**src/rtl/sps_pkg.sv**
```systemverilog
package sps_pkg;
    typedef enum logic [0:0] {
        ST_PRIME  = 1'b0,
        ST_STREAM = 1'b1
    } sps_state_e;
endpackage

```
**src/rtl/sps_row_in.sv**
```systemverilog
module sps_row_in #(
    parameter int COLS = 8,
    localparam int PW = $clog2(COLS)
) (
    input  logic            clk,
    input  logic            rst_n,
    input  logic            shift_en,
    input  logic [PW-1:0]   pos,
    input  logic            din,
    output logic [COLS-1:0] row
);
    logic [COLS-1:0] held_q;

    always_ff @(posedge clk) begin
        if (!rst_n) begin
            held_q <= '0;
        end else if (shift_en) begin
            held_q[pos] <= din;
        end
    end

    // The completing bit joins the row on the same step it arrives.
    assign row = {din, held_q[COLS-2:0]};
endmodule

```
**src/rtl/sps_columns.sv**
```systemverilog
module sps_columns #(
    parameter int COLS  = 8,
    parameter int DEPTH = 3
) (
    input  logic            clk,
    input  logic            rst_n,
    input  logic            step,
    input  logic [COLS-1:0] head,
    output logic [COLS-1:0] tail
);
    logic [COLS-1:0] stage_q [DEPTH];

    generate
        for (genvar s = 0; s < DEPTH; s++) begin : g_stage
            logic [COLS-1:0] src;
            if (s == 0) begin : g_head
                assign src = head;
            end else begin : g_link
                assign src = stage_q[s-1];
            end
            always_ff @(posedge clk) begin
                if (!rst_n) begin
                    stage_q[s] <= '0;
                end else if (step) begin
                    stage_q[s] <= src;
                end
            end
        end
    endgenerate

    assign tail = stage_q[DEPTH-1];
endmodule

```
**src/rtl/sps_row_out.sv**
```systemverilog
module sps_row_out #(
    parameter int COLS = 8,
    localparam int PW = $clog2(COLS)
) (
    input  logic            clk,
    input  logic            rst_n,
    input  logic            shift_en,
    input  logic            load_en,
    input  logic [PW-1:0]   pos,
    input  logic [COLS-1:0] load_row,
    output logic            bit_q
);
    logic [COLS-1:0] row_q;

    always_ff @(posedge clk) begin
        if (!rst_n) begin
            row_q <= '0;
            bit_q <= 1'b0;
        end else begin
            if (shift_en) begin
                bit_q <= row_q[pos];
            end
            if (load_en) begin
                row_q <= load_row;
            end
        end
    end
endmodule

```
**src/rtl/sps_shift_memory.sv**
```systemverilog
module sps_shift_memory #(
    parameter int COLS = 8,
    parameter int ROWS = 4
) (
    input  logic clk,
    input  logic rst_n,
    input  logic in_valid,
    input  logic in_bit,
    output logic out_valid,
    output logic out_bit
);
    import sps_pkg::*;

    localparam int PW    = $clog2(COLS);
    localparam int RW    = $clog2(ROWS);
    localparam int DEPTH = ROWS - 1;

    sps_state_e      state_q, state_d;
    logic [PW-1:0]   pos_q;
    logic [RW-1:0]   rows_q;
    logic            row_done;
    logic            out_valid_q;
    logic [COLS-1:0] in_row;
    logic [COLS-1:0] bottom_row;

    assign row_done = in_valid && (pos_q == PW'(COLS - 1));

    always_ff @(posedge clk) begin
        if (!rst_n) begin
            pos_q <= '0;
        end else if (row_done) begin
            pos_q <= '0;
        end else if (in_valid) begin
            pos_q <= pos_q + 1'b1;
        end
    end

    always_ff @(posedge clk) begin
        if (!rst_n) begin
            rows_q <= '0;
        end else if (row_done && state_q == ST_PRIME) begin
            rows_q <= rows_q + 1'b1;
        end
    end

    // State register
    always_ff @(posedge clk) begin
        if (!rst_n) begin
            state_q <= ST_PRIME;
        end else begin
            state_q <= state_d;
        end
    end

    // Next state
    always_comb begin
        state_d = state_q;
        unique case (state_q)
            ST_PRIME: begin
                if (row_done && rows_q == RW'(ROWS - 1)) begin
                    state_d = ST_STREAM;
                end
            end
            ST_STREAM: begin
                state_d = ST_STREAM;
            end
        endcase
    end

    // Outputs
    always_ff @(posedge clk) begin
        if (!rst_n) begin
            out_valid_q <= 1'b0;
        end else begin
            out_valid_q <= in_valid && (state_q == ST_STREAM);
        end
    end

    sps_row_in #(.COLS(COLS)) u_row_in (
        .clk      (clk),
        .rst_n    (rst_n),
        .shift_en (in_valid),
        .pos      (pos_q),
        .din      (in_bit),
        .row      (in_row)
    );

    sps_columns #(.COLS(COLS), .DEPTH(DEPTH)) u_columns (
        .clk   (clk),
        .rst_n (rst_n),
        .step  (row_done),
        .head  (in_row),
        .tail  (bottom_row)
    );

    sps_row_out #(.COLS(COLS)) u_row_out (
        .clk      (clk),
        .rst_n    (rst_n),
        .shift_en (in_valid),
        .load_en  (row_done),
        .pos      (pos_q),
        .load_row (bottom_row),
        .bit_q    (out_bit)
    );

    assign out_valid = out_valid_q;
endmodule

```
**config.mk**
```make
export PLATFORM = sky130hd
export DESIGN_NAME = sps_shift_memory
export DESIGN_NICKNAME = d
export VERILOG_FILES = /design/src/rtl/sps_pkg.sv /design/src/rtl/sps_row_in.sv /design/src/rtl/sps_columns.sv /design/src/rtl/sps_row_out.sv /design/src/rtl/sps_shift_memory.sv
export SDC_FILE = /design/constraint.sdc
export NUM_CORES = 1
export LEC_CHECK = 0
export BUFFER_PORTS_ARGS = -buffer_cell sky130_fd_sc_hd__buf_4
export CORE_MARGIN = 2
export CORE_UTILIZATION = 56
export DETAILED_ROUTE_END_ITERATION = 12
export PLACE_DENSITY = 0.83
export SLEW_MARGIN = 20
export SYNTH_ARGS = -nofsm -noshare
export SYNTH_HDL_FRONTEND = slang
export SYNTH_SLANG_ARGS = --single-unit
```
**constraint.sdc**
```tcl
create_clock -name clk -period 3.25 [get_ports clk]
set_input_delay 0.4875 -clock clk [delete_from_list [all_inputs] [get_ports clk]]
set_output_delay 0.4875 -clock clk [all_outputs]
set_load 0.005 [all_outputs]
```
==> results.toml <==
[grt]
antenna_found_initial = 0
grt_usage_pct = 17.0
gr-total-overflow = 0
grt_max_degree = 34
grt_pass1_vias = 951
grt_pass1_wl_mm = 4.50

[placement]
placed_area_sq_mm = 0.00193
numPortBuffers = 5
place_hpwl_mm = 1.87
gp_congestion = 0.724
post-place-cells = 184

[finish]
layout_common_cells = "and2_1 (26), edfxtp_1 (24), dfxtp_1 (23)"
num_antenna_cells = 0
nNetsFinal = 152
design_area_sq_mm = 0.00198
layout-drive-gt1-share_pct = 12.3
instances_no_fill = 192
area_growth_pct = 5.40
final_core_util_pct = 60.3
layout_commonest_cell = "and2_1"

[detailed_routing]
drtPass1Iterations = 4
ant_nets = 0
via_per_inst = 5.52
drt-initial-drc-count = 41
wire_per_inst_microns = 15.3
dr_total_vias = 1059
drcViolationCount = 0
wl_mm = 2.93

[power]
ir_worst_vdd_v = 0.000300
clkPwrFrac_pct = 27.4
p_leak_uw = 0.000775
p_int_uw = 739
swShare_pct = 22.3
power_frac_seq_pct = 68.4
powerDensity_mw_per_mm2 = 481
p_total_uw = 951
combPwrFrac_pct = 4.2
power.switching_uw = 212

[clocking]
clk_path_buf_depth = 2
ctsResizeCount = 0
cts-root-buf = "clkbuf_4"
htreeDepth = 2
post-cts-setup-buffers = 0
worstSkewPairLatency_ns = 0.36
cts_buffers = 5
cts_tree = "built"
cts.reportedPaths.clkPinSlew_ns = 0.12
cts.sinks = 47
cts_hold_buf = 0

[timing]
rsz0062_at_grt = "false"
setup_viol = 0
finalCritPeriodShare_pct = 68.7
drv_slew = 0
setup_tns_ns = 0
timing_worst_slew_pin_value_ns = 0.899
fmax_mhz = 448
finClkSkew_ns = 0.00337
final_hold_viol_count = 0
period_needed_ns = 2.23
slew_headroom_pct = 40.1

[logic_synthesis]
synthFlopType = "edfxtp_1"
netlist_instances = 142
synth_warnings = 0
async_flop_share_pct = 0
seq_area_frac_synth_pct = 62.9
syn-num-nets = 149
ys_ff_latch = 47
synth_edf_count = 24
avgSynthCellArea_sq_um = 13.2
synth_cell_type_count = 29
syn_area_sq_mm = 0.00188

[die]
initial_core_util_pct = 57.2
die_x_microns = 61.9
ios = 6
core_region_area_sq_mm = 0.00328
rows = 21
dieHeight_microns = 61.9
dieArea_sq_mm = 0.00383

[worst_setup_path]
reg2reg_from = "pos_q[0]"
cp.arrival_ns = 2.46
slowest_stage = "and3_1"
crit_fanout = 33
worst_path_largest_cell_delay_ns = 0.76
critical_path_class = "register to register"
startpoint = "pos_q[0]"
reg2reg_depth = 4
start_kind = "register"
cp-end-kind = "register"
required_ns = 3.48
crit_chain = "ha_1 -> ha_1 -> and3_1 -> and2_1"
crit_path_frequent_cell = "ha_1"

[hold_path]
hp-class = "primary input to register"
whs_path_depth = 2
hold_path.startpoint = "rst_n"

[status]
run_status = "finished clean"

[run]
max_cap_violations = 0
Yosys cell counts (3+ instances only):
| master | n | area share (%) |
|---|---|---|
| and2_1 | 26 | 8.7 |
| edfxtp_1 | 24 | 38 |
| dfxtp_1 | 23 | 25 |
| a22o_1 | 9 | 4.2 |
| mux2i_1 | 9 | 4.8 |
| nor2b_1 | 9 | 3.0 |
| buf_2 | 4 | 1.1 |
| clkbuf_1 | 4 | 0.80 |
| nor2_1 | 4 | 0.80 |
| ha_1 | 3 | 2.0 |
| mux2_2 | 3 | 1.8 |
| nand4b_1 | 3 | 1.4 |
registers in the layout, indices dropped and copies added (netlist names):
register           flops
state_q                1
out_valid              1
u_columns.stage_q     24
pos_q                  3
rows_q                 2
u_row_out.bit_q        1
u_row_out.row_q        8
u_row_in.held_q        7
final cells by class:
class	count	area (sq um)
Timing Repair Buffer	6	45.0
Clock buffer	7	45.0
Tap cell	46	57.6
Fill cell	262	1310
Inverter	1	3.75
Multi-Input combinational cell	84	642
Clock inverter	1	5.00
Sequential cell	47	1180
worst paths after layout:
check	end	slack [ns]
max	u_columns.stage_q[0][5]	1.02
min	rows_q[0]	0.43
max reg2reg	u_columns.stage_q[0][5]	1.02
min reg2reg	u_row_out.row_q[2]	0.47
critical path: cells and delay by family, from the launching register on:
| family | cells | cell delay [ns] |
|---|---|---|
| simple gates | 2 | 0.99 |
| fa+ha+maj | 2 | 0.42 |
| flops | 1 | 0.69 |
logic make-up (layout without fill, tap and decap cells):
kind of cell / count (synthesis) / after routing / share of synthesized area (%)
and+or+nand+nor: 52 / 52 / 17.7
DFF: 47 / 47 / 62.9
AOI/OAI and AO/OA: 14 / 14 / 6.13
muxes: 13 / 13 / 7.39
buffers and inverters: 11 / 15 / 2.93
adders and majority gates: 3 / 3 / 2.00
xor gates and xnor gates: 2 / 2 / 0.933
per-layer routing:
layer | wire length [microns] | GRT usage, % | vias up | share of wire, %
met1 | 1210 | 18.7 | 518 | 41
met3 | 127 | 6.42 | 11 | 4.3
met2 | 1490 | 28.3 | 23 | 51
met5 | 0 | 0 | - | 0
met4 | 97 | 9.73 | 0 | 3.3
li1 | - | - | 507 | -
stage by stage:
stage / hold slack, ns / worst slack (ns)
3_3_place_gp: 0.441 / 1.21
6_report: 0.431 / 1.02
4_1_cts: 0.420 / 1.02
5_1_grt: 0.429 / 0.839
2_1_floorplan: 0.436 / 1.31
3_5_place_dp: 0.442 / 1.07
power by group through the flow:
stage / clock network [uW] / logic [uW] / registers, uW
2_1_floorplan: 0 / 36.3 / 654
3_3_place_gp: 0 / 38.4 / 662
3_5_place_dp: 0 / 40.0 / 664
4_1_cts: 266 / 40.4 / 650
5_1_grt: 292 / 44.8 / 653
6_report: 260 / 40.1 / 651
No activity file was read; power rests on OpenSTA's default activity.
